===== src/rtl/pcs_pkg.sv =====
package pcs_pkg;
  // One decoded command per cycle, after priority resolution.
  typedef enum logic [2:0] {
    OP_HOLD  = 3'd0,
    OP_STEP  = 3'd1,
    OP_CJUMP = 3'd2,
    OP_JUMP  = 3'd3,
    OP_CALL  = 3'd4,
    OP_RET   = 3'd5,
    OP_IRQ   = 3'd6,
    OP_CLEAR = 3'd7
  } pcs_op_e;

  // Flag positions inside the status-flag vector.
  localparam int unsigned FLAG_CARRY  = 0;
  localparam int unsigned FLAG_ZERO   = 1;
  localparam int unsigned FLAG_SIGN   = 2;
  localparam int unsigned FLAG_PARITY = 3;
  localparam int unsigned NUM_FLAGS   = 4;
endpackage


===== src/rtl/pcs_rst_sync.sv =====
module pcs_rst_sync #(
  parameter int unsigned STAGES = 2
) (
  input  logic clk,
  input  logic rst_n,
  output logic rst_sync_n
);
  logic [STAGES-1:0] sync_q;

  always_ff @(posedge clk or negedge rst_n) begin
    if (!rst_n) sync_q <= '0;
    else        sync_q <= {sync_q[STAGES-2:0], 1'b1};
  end

  assign rst_sync_n = sync_q[STAGES-1];
endmodule


===== src/rtl/pcs_cmd_arb.sv =====
module pcs_cmd_arb
  import pcs_pkg::*;
(
  input  logic    clear_i,
  input  logic    irq_i,
  input  logic    ret_i,
  input  logic    call_i,
  input  logic    jump_i,
  input  logic    cjump_i,
  input  logic    step_i,
  output pcs_op_e op_o
);
  // Fixed priority: the strongest strobe present wins.
  always_comb begin
    if      (clear_i) op_o = OP_CLEAR;
    else if (irq_i)   op_o = OP_IRQ;
    else if (ret_i)   op_o = OP_RET;
    else if (call_i)  op_o = OP_CALL;
    else if (jump_i)  op_o = OP_JUMP;
    else if (cjump_i) op_o = OP_CJUMP;
    else if (step_i)  op_o = OP_STEP;
    else              op_o = OP_HOLD;
  end
endmodule


===== src/rtl/pcs_cond_eval.sv =====
module pcs_cond_eval #(
  parameter int unsigned NFLAG = 4,
  localparam int unsigned SEL_W = $clog2(NFLAG)
) (
  input  logic [NFLAG-1:0] flags_i,
  input  logic [SEL_W-1:0] sel_i,
  output logic             taken_o
);
  logic [NFLAG-1:0] hit;

  genvar g;
  generate
    for (g = 0; g < NFLAG; g++) begin : g_sel
      assign hit[g] = flags_i[g] && (sel_i == SEL_W'(g));
    end
  endgenerate

  assign taken_o = |hit;
endmodule


===== src/rtl/pcs_ret_stack.sv =====
module pcs_ret_stack #(
  parameter int unsigned DW    = 16,
  parameter int unsigned DEPTH = 3,
  localparam int unsigned CW   = $clog2(DEPTH+1)
) (
  input  logic          clk,
  input  logic          rst_n,
  input  logic          clr_i,
  input  logic          push_i,
  input  logic          pop_i,
  input  logic [DW-1:0] din_i,
  output logic [DW-1:0] top_o,
  output logic [CW-1:0] count_o,
  output logic          full_o,
  output logic          empty_o
);
  logic [DW-1:0] ent_q [DEPTH];
  logic [CW-1:0] cnt_q, cnt_d;
  logic          push_ok, pop_ok;

  assign full_o  = (cnt_q == CW'(DEPTH));
  assign empty_o = (cnt_q == '0);
  assign push_ok = push_i && !full_o && !clr_i;
  assign pop_ok  = pop_i && !empty_o && !clr_i;

  always_comb begin
    cnt_d = cnt_q;
    if (clr_i)        cnt_d = '0;
    else if (push_ok) cnt_d = cnt_q + 1'b1;
    else if (pop_ok)  cnt_d = cnt_q - 1'b1;
  end

  always_ff @(posedge clk or negedge rst_n) begin
    if (!rst_n) cnt_q <= '0;
    else        cnt_q <= cnt_d;
  end

  genvar g;
  generate
    for (g = 0; g < DEPTH; g++) begin : g_ent
      logic wr_en;
      assign wr_en = push_ok && (cnt_q == CW'(g));
      always_ff @(posedge clk or negedge rst_n) begin
        if (!rst_n)     ent_q[g] <= '0;
        else if (wr_en) ent_q[g] <= din_i;
      end
    end
  endgenerate

  always_comb begin
    top_o = '0;
    for (int i = 0; i < DEPTH; i++) begin
      if (cnt_q == CW'(i + 1)) top_o = ent_q[i];
    end
  end

  assign count_o = cnt_q;


  depth_bound_chk: assert property (@(posedge clk) disable iff (!rst_n)
    cnt_q <= CW'(DEPTH));


  full_push_chk: assert property (@(posedge clk) disable iff (!rst_n)
    (push_i && full_o && !clr_i) |=> $stable(cnt_q));


  pop_dec_chk: assert property (@(posedge clk) disable iff (!rst_n)
    (pop_i && !push_i && !empty_o && !clr_i) |=> (cnt_q == $past(cnt_q) - 1'b1));
endmodule


===== src/rtl/pc_sequencer.sv =====
module pc_sequencer
  import pcs_pkg::*;
#(
  parameter int unsigned ADDR_W = 16,
  parameter int unsigned DEPTH  = 3,
  localparam int unsigned CW    = $clog2(DEPTH+1),
  localparam int unsigned SEL_W = $clog2(NUM_FLAGS)
) (
  input  logic                 clk,
  input  logic                 rst_n,
  input  logic                 clear_i,
  input  logic                 irq_i,
  input  logic [ADDR_W-1:0]    vector_i,
  input  logic                 ret_i,
  input  logic                 call_i,
  input  logic                 jump_i,
  input  logic                 cjump_i,
  input  logic [SEL_W-1:0]     cond_i,
  input  logic [NUM_FLAGS-1:0] flags_i,
  input  logic                 step_i,
  input  logic [ADDR_W-1:0]    target_i,
  output logic [ADDR_W-1:0]    pc_o,
  output logic [CW-1:0]        depth_o,
  output logic                 ovf_o,
  output logic                 unf_o
);
  logic              rst_sync_n;
  pcs_op_e           op;
  logic              taken;
  logic [ADDR_W-1:0] pc_q, pc_d, pc_inc;
  logic              ovf_q, ovf_d, unf_q, unf_d;
  logic              push, pop, stk_clr, full, empty;
  logic [ADDR_W-1:0] push_data, top;
  logic [CW-1:0]     depth;

  pcs_rst_sync #(.STAGES(2)) u_rst (
    .clk        (clk),
    .rst_n      (rst_n),
    .rst_sync_n (rst_sync_n)
  );

  pcs_cmd_arb u_arb (
    .clear_i (clear_i),
    .irq_i   (irq_i),
    .ret_i   (ret_i),
    .call_i  (call_i),
    .jump_i  (jump_i),
    .cjump_i (cjump_i),
    .step_i  (step_i),
    .op_o    (op)
  );

  pcs_cond_eval #(.NFLAG(NUM_FLAGS)) u_cond (
    .flags_i (flags_i),
    .sel_i   (cond_i),
    .taken_o (taken)
  );

  pcs_ret_stack #(.DW(ADDR_W), .DEPTH(DEPTH)) u_stk (
    .clk     (clk),
    .rst_n   (rst_sync_n),
    .clr_i   (stk_clr),
    .push_i  (push),
    .pop_i   (pop),
    .din_i   (push_data),
    .top_o   (top),
    .count_o (depth),
    .full_o  (full),
    .empty_o (empty)
  );

  assign pc_inc = pc_q + 1'b1;

  // Next-state selection.
  always_comb begin
    pc_d      = pc_q;
    ovf_d     = ovf_q;
    unf_d     = unf_q;
    push      = 1'b0;
    pop       = 1'b0;
    stk_clr   = 1'b0;
    push_data = pc_inc;
    unique case (op)
      OP_CLEAR: begin
        pc_d    = '0;
        ovf_d   = 1'b0;
        unf_d   = 1'b0;
        stk_clr = 1'b1;
      end
      OP_IRQ: begin
        push_data = pc_q;
        if (full) ovf_d = 1'b1;
        else begin
          push = 1'b1;
          pc_d = vector_i;
        end
      end
      OP_RET: begin
        if (empty) unf_d = 1'b1;
        else begin
          pop  = 1'b1;
          pc_d = top;
        end
      end
      OP_CALL: begin
        if (full) ovf_d = 1'b1;
        else begin
          push = 1'b1;
          pc_d = target_i;
        end
      end
      OP_JUMP:  pc_d = target_i;
      OP_CJUMP: pc_d = taken ? target_i : pc_inc;
      OP_STEP:  pc_d = pc_inc;
      default:  pc_d = pc_q;
    endcase
  end

  // State registers.
  always_ff @(posedge clk or negedge rst_sync_n) begin
    if (!rst_sync_n) begin
      pc_q  <= '0;
      ovf_q <= 1'b0;
      unf_q <= 1'b0;
    end else begin
      pc_q  <= pc_d;
      ovf_q <= ovf_d;
      unf_q <= unf_d;
    end
  end

  assign pc_o    = pc_q;
  assign depth_o = depth;
  assign ovf_o   = ovf_q;
  assign unf_o   = unf_q;


  step_wrap_chk: assert property (@(posedge clk) disable iff (!rst_sync_n)
    (step_i && !clear_i && !irq_i && !ret_i && !call_i && !jump_i && !cjump_i)
      |=> (pc_q == ADDR_W'($past(pc_q) + 1'b1)));


  ovf_sticky_chk: assert property (@(posedge clk) disable iff (!rst_sync_n)
    (ovf_q && !clear_i) |=> ovf_q);


  unf_sticky_chk: assert property (@(posedge clk) disable iff (!rst_sync_n)
    (unf_q && !clear_i) |=> unf_q);


  unf_hold_chk: assert property (@(posedge clk) disable iff (!rst_sync_n)
    (ret_i && empty && !clear_i && !irq_i) |=> $stable(pc_q));


  call_depth_chk: assert property (@(posedge clk) disable iff (!rst_sync_n)
    (call_i && !full && !clear_i && !irq_i && !ret_i)
      |=> (depth == $past(depth) + 1'b1));


  idle_hold_chk: assert property (@(posedge clk) disable iff (!rst_sync_n)
    !(clear_i || irq_i || ret_i || call_i || jump_i || cjump_i || step_i)
      |=> ($stable(pc_q) && $stable(depth)));
endmodule


===== config.mk =====
export PLATFORM = sky130hd
export DESIGN_NAME = pc_sequencer
export DESIGN_NICKNAME = d
export VERILOG_FILES = /design/src/rtl/pcs_pkg.sv /design/src/rtl/pcs_rst_sync.sv /design/src/rtl/pcs_cmd_arb.sv /design/src/rtl/pcs_cond_eval.sv /design/src/rtl/pcs_ret_stack.sv /design/src/rtl/pc_sequencer.sv
export SDC_FILE = /design/constraint.sdc
export NUM_CORES = 1
export LEC_CHECK = 0
export BUFFER_PORTS_ARGS = -buffer_cell sky130_fd_sc_hd__buf_2
export CORE_MARGIN = 5
export CORE_UTILIZATION = 56
export DETAILED_ROUTE_END_ITERATION = 10
export PLACE_DENSITY_LB_ADDON = 0.05
export SLEW_MARGIN = 20
export SYNTH_ARGS = -nofsm -noshare
export SYNTH_HDL_FRONTEND = slang
export SYNTH_SLANG_ARGS = --single-unit
export TNS_END_PERCENT = 50

===== constraint.sdc =====
create_clock -name clk -period 2.9 [get_ports clk]
set_input_delay 0 -clock clk [delete_from_list [all_inputs] [get_ports clk]]
set_output_delay 0 -clock clk [all_outputs]
set_load 0.02 [all_outputs]

Yosys cells after proc, flatten, opt, wreduce, memory -nomap -nowiden. Index checks and enable logic that the tools add are counted. Widths: inputs -> output; s select.

Register bits after elaboration: 70. Input port bits: 47.

$add $sub $neg: 3. Equal/unequal tests: 18. Mux-type cells: 28. Reduce and logical (&&, ||, !) cells: 25.

Operators with widths (count): $mux 16 (8); $pmux 16 s7 (1); $mux 3 (6); $add 16x1->16 const B (1); $eq 3x3->1 const B (4); $logic_and 1x1->1 (11); $eq 2x2->1 const B (4); $mux 1 (8); $reduce_bool 7->1 (1); $eq 3x2->1 const B (2); $mux 2 (3); $ne 2x2->1 const B (3); $eq 2x1->1 const B (2); $logic_not 2->1 (2); $ne 2x1->1 const B (2); $pmux 1 s2 (2); $reduce_and 2->1 (2); $reduce_and 4->1 (1); $reduce_bool 2->1 (2); $reduce_or 4->1 (1); $eq 3x1->1 const B (1); $logic_not 1->1 (3); $reduce_bool 3->1 (1); $add 2x1->2 const B (1); other kinds (2) (2).

Depth between registers and ports, before layout. Gate-level depths: netlist of run 1.

Depth after elaboration: 14. Mapped depth: 9.

Modules after synthesis. From an unflattened synthesis of run 1, not the netlist that was laid out.

Cells, all modules: 406. Area total of the unflattened synthesis: 4161.5 µm².

Modules (own cells, without submodules): pcs_ret_stack (times used 1, cells each 193, area each 2394.8 µm²); pc_sequencer (times used 1, cells each 199, area each 1645.3 µm²); pcs_rst_sync (times used 1, cells each 3, area each 53.8 µm²); pcs_cmd_arb (times used 1, cells each 10, area each 45.0 µm²); pcs_cond_eval (times used 1, cells each 1, area each 22.5 µm²).

Least setup slack after synthesis of run 1. Ideal clock, no wire load.

Kind: register -> register. Start point: register u_stk.cnt_q[0], in the netlist u_stk.count_o[0]. End point: register pc_q[12], in the netlist pc_o[12]. Arrival time: 2.082 ns. Data required time: 2.776 ns. Slack: 0.694 ns. Stages on the path, launching flop included: 10. Path buffers: 2. Period minus slack after synthesis: 2.206 ns. Cell sequence: dfrtp_1 inv_1 ha_1 clkbuf_1 nor2b_1 clkbuf_1 a221oi_1 a2bb2oi_1 a21oi_1 a211o_1.

Word-level cells in the longest chain between the ends: 6.

Ends and longest elaborated chain: from (decl) (line pcs_ret_stack.sv:18) `logic [CW-1:0] cnt_q, cnt_d;`; from (signal assigned) (line pcs_ret_stack.sv:35) `else cnt_q <= cnt_d;`; $eq 2x1->1 (line pcs_ret_stack.sv:53) `if (cnt_q == CW'(i + 1)) top_o = ent_q[i];`; $mux 16 (3 in series) (line pcs_ret_stack.sv:53); $mux 16 (line pc_sequencer.sv:99) `if (empty) unf_d = 1'b1;`; $pmux 16 s7 (line pc_sequencer.sv:83) `unique case (op)`; to (signal assigned) (line pc_sequencer.sv:126) `pc_q <= pc_d;`; to (decl) (line pc_sequencer.sv:30) `logic [ADDR_W-1:0] pc_q, pc_d, pc_inc;`.

Parallel ways exist; a longest one is shown, timed or not. The select of a mux whose other input is x is not followed. A chain may end at the register's enable or synchronous reset.

Final worst setup path of run 1.
Start point: register u_stk.cnt_q[1], in the netlist u_stk.count_o[1]. End point: register pc_q[6], in the netlist pc_o[6].

The elaborated chain is that of the path after synthesis.

==> flow_summary.json, run 1 <==
{
  "status": "completed",
  "clk_latency_ps": 350,
  "fp.dieH_microns": 92.76,
  "cts_setup_buffers": 0,
  "grt_pass1_vias": 3467,
  "slowest_stage": "dlygate4sd3_1",
  "cts_tree": "yes",
  "cts_hold_buf": 21,
  "power.leakage_nw": 2.051,
  "ioPinCount": 67,
  "cts.repair.resized": 0,
  "powerDensity_nw_per_um2": 580.6,
  "final_cell_area_sq_um": 4708,
  "netlist.area_leader.share": 0.4568,
  "slew-limit-headroom": 0.4628,
  "drt-total-wl_microns": 10880,
  "avgSynthCellArea_sq_um": 9.002,
  "fin_skew_ps": 7.387,
  "clockBufferDepth": 2,
  "drt_iter0_drc": 305,
  "cts_sinks": 70,
  "die-area_sq_um": 8603,
  "r2r_setup_slack_ps": 400,
  "period_share": 0.8628,
  "areaGrowthSynthToFinish_pct": 22.77,
  "yosysUniqueCellTypes": 46,
  "r2r_cells": 9,
  "setup_viol": 0,
  "ys_warn_count": 0,
  "maxSlewViolCount": 0,
  "layout-drive-gt1-share": 0.1953,
  "gp_congestion": 0.8722,
  "worstSetupEndpoint": "pc_o[6]",
  "netlist_area_sq_um": 3835,
  "end_kind": "flip-flop",
  "port_buffers": 66,
  "layout.nets": 554,
  "cts_max_level": 3,
  "grt_overflow_total": 0,
  "path_class": "flip-flop to flip-flop",
  "rr_startpoint": "u_stk.count_o[1]",
  "min_period_ps": 2502,
  "timing.rr.end": "pc_o[6]",
  "timing.final.ws_setup_ps": 397.9,
  "crit_chain": "inv_1, ha_1, nor2b_1, buf_4, a22oi_1, o21ai_0, a222oi_1, dlygate4sd3_1, o21ai_0",
  "synthMostInstantiatedCell": "o21ai_0",
  "tns_ps": 0,
  "drc_errors": 0,
  "grt_max_degree": 46,
  "multi_input_area_sq_um": 1924,
  "dp_hpwl_microns": 7460,
  "placed_cell_area_sq_um": 4228,
  "dieWidth_microns": 92.76,
  "syn_inst": 426,
  "ys_seq_area_frac": 0.4568,
  "grt_pass1_wl_microns": 18150,
  "antenna_found_initial": 0,
  "fillCellCount": 515,
  "synth-edff-count": 0,
  "crit_required_ps": 3120,
  "hold_violations": 0,
  "ys_ff_latch": 70,
  "cp.arrival_ps": 2720,
  "maxCapViolations": 0,
  "worstMarginPinSlew_ps": 802.9,
  "regArea_sq_um": 1753,
  "max-vdd-ir-drop_mv": 0.4317,
  "synthArstFlopShare": 1.000,
  "synthTopCellsByCount": "o21ai_0 (73), dfrtp_1 (70), nand2_1 (65)",
  "vias": 3579,
  "std_cell_rows": 30,
  "clockRootBuffer": "clkbuf_8",
  "wl_per_cell_microns": 18.54,
  "drt-vias-per-instance": 6.097,
  "rsz0062_at_grt": "no",
  "start_util": 0.5708,
  "yosys_most_used_dff": "dfrtp_1",
  "cts.clk_slew.worst_paths_ps": 80,
  "postRouteAntennaNets": 0,
  "critPathMaxStageDelay_ps": 610,
  "track_usage": 0.2724,
  "synth.largest_area_cell": "dfrtp_1",
  "core_area_sq_um": 6719,
  "crit_path_start": "u_stk.count_o[1]",
  "post-place-ws_ps": 690.2,
  "antenna_cells": 0,
  "synth_nets": 478,
  "hp-class": "input pin to flip-flop",
  "drt-pass1-iter-count": 6,
  "max_freq_ghz": 0.3997,
  "crit_top_cell": "o21ai_0",
  "cp_max_fo": 15,
  "synth.area.top_cells": "dfrtp_1 (46%), o21ai_0 (9.5%), nand2_1 (6.4%)",
  "startpoint_type": "flip-flop",
  "numCtsBuffers": 9
}
## per-layer routing
layer  wire (microns)  share of wire  track usage
met5                0              0            0
met4              173          0.016      0.09280
met3              815          0.075      0.03737
met2             5032           0.46       0.4211
met1             4863           0.45       0.3943
## state kept, by name, indices dropped and copies added (netlist names)
signal	cells
u_rst.sync_q	2
pc_o	16
unf_o	1
ovf_o	1
u_stk.count_o	2
u_stk.ent_q	48
## cell families after synthesis
kind of cell    count (synthesis)  synth area share
simple gates                  132            0.1657
flops                          70            0.4568
mux                             2          0.008483
compound gates                150            0.2555
buf+inv                        42           0.04143
other cells                     1         0.0009779
fa+ha+maj                       5           0.01631
xor+xnor                       24           0.05481
## power by group
group / switching [W] / total (W) / internal, W / leakage, nW
registers: 0.000102 / 0.00122 / 0.00112 / 0.941
clock network: 0.000398 / 0.00106 / 0.000662 / 0.134
logic: 0.000264 / 0.000451 / 0.000187 / 0.976
total: 0.000764 / 0.00273 / 0.00197 / 2.05
## worst min-delay path by stage
stage / start / to / slack (ps) / depth (start not counted)
floorplan: rst_n / u_rst.sync_q[0] / -300 / 0
global placement: rst_n / u_rst.sync_q[0] / -210 / 1
detailed placement: rst_n / u_rst.sync_q[0] / -210 / 1
CTS: vector_i[1] / pc_o[1] / 40 / 4
global route: ret_i / unf_o / 60 / 3
finish: ret_i / unf_o / 60 / 3
## cell usage in the layout (no fill, tap or decap), drive strengths merged, types with 3 or more instances in the layout
cell and count:
inv 8, o21ai 73, ha 5, a221oi 13, a222oi 3, clkbuf 9, dlygate4sd3 21, nand3 7
clkinv 3, a221o 9, bufinv 4, a22oi 8, a21oi 13, nand2 65, or3 3, o22ai 5
nor3 3, xnor2 15, a21o 4, dfrtp 70, nor2b 6, buf 78, or4 4, and2 3
nor2 15, xor2 9, a2bb2oi 9, nand4 10
## worst max-delay path, delay by kind of cell (launching register included)
kind                     cells  cell delay [ps]
buffers and inverters        3              880
AO/OA/AOI/OAI                4              700
flip-flops                   1              410
adder cells (fa/ha/maj)      1              230
AND/OR/NAND/NOR              1              150
## stage by stage
step | cells | hold slack, ps | util | total power [W]
after floorplan | 426 | -295.6 | - | 0.001502
after global placement | 550 | -214.8 | 0.6292 | 0.001650
after detailed placement | 550 | -214.1 | 0.6292 | 0.001664
after CTS | 587 | 42.21 | 0.7007 | 0.002743
after global routing | 587 | 63.21 | 0.7007 | 0.002879
final | 587 | 56.28 | 0.7007 | 0.002734
## final cells by class
| cell class | count | area share |
|---|---|---|
| Sequential cell | 70 | 0.3723 |
| Timing Repair Buffer | 99 | 0.1339 |
| Clock buffer | 9 | 0.02631 |
| Multi-Input combinational cell | 314 | 0.4087 |
| Tap cell | 80 | 0.02126 |
| Inverter | 8 | 0.006378 |
| Clock inverter | 7 | 0.03109 |
No activity file was read; power rests on OpenSTA's default activity.
==> run 2, diff against run 1 <==
--- a/config.mk
+++ b/config.mk
@@ -8,8 +8,10 @@
 export BUFFER_PORTS_ARGS = -buffer_cell sky130_fd_sc_hd__buf_2
 export CORE_MARGIN = 5
 export CORE_UTILIZATION = 56
+export CTS_CLUSTER_SIZE = 20
 export DETAILED_ROUTE_END_ITERATION = 10
-export PLACE_DENSITY_LB_ADDON = 0.05
+export GPL_TIMING_DRIVEN = 0
+export PLACE_DENSITY = 0.84
 export SLEW_MARGIN = 20
 export SYNTH_ARGS = -nofsm -noshare
 export SYNTH_HDL_FRONTEND = slang
==> run 2 against run 1 <==
Effect of this change:
- the flow now finishes with violations (hold timing)
- utilization down 0.97 points
- final cell count up 2.7%
- setup slack worse by 200 ps
- design area down 1.4%
- routed wire length up 6.0%
- combinational power up 4%
- flip-flop and latch count unchanged
- register-to-register slack worse by 200 ps
- die area unchanged
- clock skew about the same
- clock power down 22%
- total power down 7.8%
- critical path type unchanged
- critical endpoint is now pc_o[12]
- largest power group unchanged
==> flow_summary.json, run 2 (synthesized netlist as in run 1, its figures left out) <==
{
  "slowest_stage": "dfrtp_1",
  "dpl.cell_count": 573,
  "worstMarginPinSlew_ps": 740.4,
  "maxCapViolations": 0,
  "largest-register": "u_stk.ent_q",
  "crit_chain": "inv_1, ha_1, nor2b_1, clkbuf_1, a221oi_1, a2bb2oi_1, a21oi_1, a211o_1",
  "core_area_sq_um": 6719,
  "antenna_found_initial": 0,
  "start_util": 0.5708,
  "final_cells": 603,
  "timing.rr.end": "pc_o[12]",
  "setup_viol": 0,
  "power.leakage_nw": 1.996,
  "path_buf_inv": 2,
  "startpoint_type": "flip-flop",
  "post-place-ws_ps": 184.4,
  "layout-drive-gt1-share": 0.1702,
  "antenna_cells": 0,
  "critPathMaxStageDelay_ps": 450,
  "grt_overflow_total": 0,
  "ioPinCount": 67,
  "cts_tree": "yes",
  "clockRootBuffer": "clkbuf_8",
  "cp_max_fo": 10,
  "drt_iter0_drc": 348,
  "cts_setup_buffers": 0,
  "port_buffers": 66,
  "fin_skew_ps": 7.369,
  "hold-worst-slack_ps": -0.2555,
  "r2r_cells": 8,
  "cts_sinks": 70,
  "dp_hpwl_microns": 8448,
  "maxSlewViolCount": 0,
  "areaGrowthSynthToFinish_pct": 21.08,
  "layout.nets": 570,
  "crit_required_ps": 3140,
  "path_class": "flip-flop to flip-flop",
  "grt_pass1_vias": 3737,
  "rr_startpoint": "u_stk.count_o[0]",
  "hold_depth": 3,
  "wl_per_cell_microns": 19.14,
  "layout.cells.most_common": "o21ai_0",
  "violations": "hold timing",
  "hp-class": "input pin to flip-flop",
  "drt-total-wl_microns": 11540,
  "period_share": 0.9314,
  "die-area_sq_um": 8603,
  "hold_violations": 1,
  "max_freq_ghz": 0.3702,
  "drt-pass1-iter-count": 5,
  "slew-limit-headroom": 0.5053,
  "rsz0062_at_grt": "no",
  "clk_latency_ps": 360,
  "powerDensity_nw_per_um2": 542.7,
  "vias": 3891,
  "min_period_ps": 2701,
  "fp.dieH_microns": 92.76,
  "timing.final.ws_setup_ps": 198.9,
  "holdCritStartpoint": "vector_i[9]",
  "largest_register_ffs": 48,
  "r2r_setup_slack_ps": 200,
  "numCtsBuffers": 9,
  "dieWidth_microns": 92.76,
  "grt_pass1_wl_microns": 18490,
  "cts.repair.resized": 0,
  "cp.arrival_ps": 2940,
  "status": "finished with violations",
  "cts_max_level": 3,
  "postRouteAntennaNets": 0,
  "grt_max_degree": 44,
  "whs_endpoint": "pc_o[9]",
  "cts.clk_slew.worst_paths_ps": 80,
  "tns_ps": 0,
  "mostFrequentLayoutCells": "o21ai_0 (73), dfrtp_1 (69), buf_2 (67), nand2_1 (65), clkbuf_1 (32)",
  "track_usage": 0.2767,
  "drc_errors": 0,
  "max-vdd-ir-drop_mv": 0.2869,
  "clockBufferDepth": 2,
  "drt-vias-per-instance": 6.453,
  "std_cell_rows": 30,
  "cp_top_family": "compound AO/OA/AOI/OAI gates",
  "gp_congestion": 0.9321,
  "end_kind": "flip-flop",
  "power_w": 0.002520
}
-- run 2: layout make-up --
cell class	instances	area, sq um
fill	515	2076
timing repair buffer	82	500.5
clock buffer	10	137.6
sequential	70	1755
multi-input combinational	314	1924
inverter	8	30.03
tap	80	100.1
buffer	33	125.1
clock inverter	6	70.07
-- run 2: report_power, final --
part / switching, W / total (W) / leakage [nW] / internal (W)
registers: 0.000102 / 0.00122 / 0.941 / 0.00112
logic: 0.000286 / 0.000467 / 0.948 / 0.000181
clock network: 0.000404 / 0.000830 / 0.107 / 0.000427
-- run 2: metrics by stage --
step                      hold slack [ps]  area [sq um]  utilization
after global placement             -215.5          4265       0.6348
after global routing                25.28          4643       0.6911
after floorplan                    -295.6          3835            -
final                             -0.2555          4643       0.6911
after detailed placement           -211.5          4289       0.6384
after CTS                          0.5522          4647       0.6916
-- run 2: worst max-delay path by stage --
stage | slack [ps] | depth (start not counted) | from | endpoint
2_1_floorplan | 690 | 9 | u_stk.count_o[0] | pc_o[12]
3_3_place_gp | 140 | 0 | u_rst.sync_q[1] | pc_o[8]
3_5_place_dp | 180 | 9 | u_stk.count_o[0] | pc_o[12]
4_1_cts | 170 | 9 | u_stk.count_o[0] | pc_o[12]
5_1_grt | 60 | 8 | u_stk.count_o[0] | pc_o[8]
6_report | 200 | 8 | u_stk.count_o[0] | pc_o[12]
-- run 2: metal layers --
metal,vias to the layer above,part of all wire,global-route usage
li1,1738,-,-
met2,236,0.49,0.4580
met4,0,0.036,0.1331
met1,1872,0.40,0.3553
met3,45,0.078,0.04143
met5,-,0,0
-- run 2: worst register-to-register path, delay by kind of cell, from the launching register on --
| kind | cells | cell delay [ps] |
|---|---|---|
| buf+inv | 2 | 400 |
| fa+ha+maj | 1 | 400 |
| compound gates | 4 | 1110 |
| flops | 1 | 450 |
| simple gates | 1 | 210 |
-- run 2: repair_timing --
action,CTS,global route
endpoints found under the hold margin,15,0
hold buffers,15,0
endpoints found under the setup margin,0,4
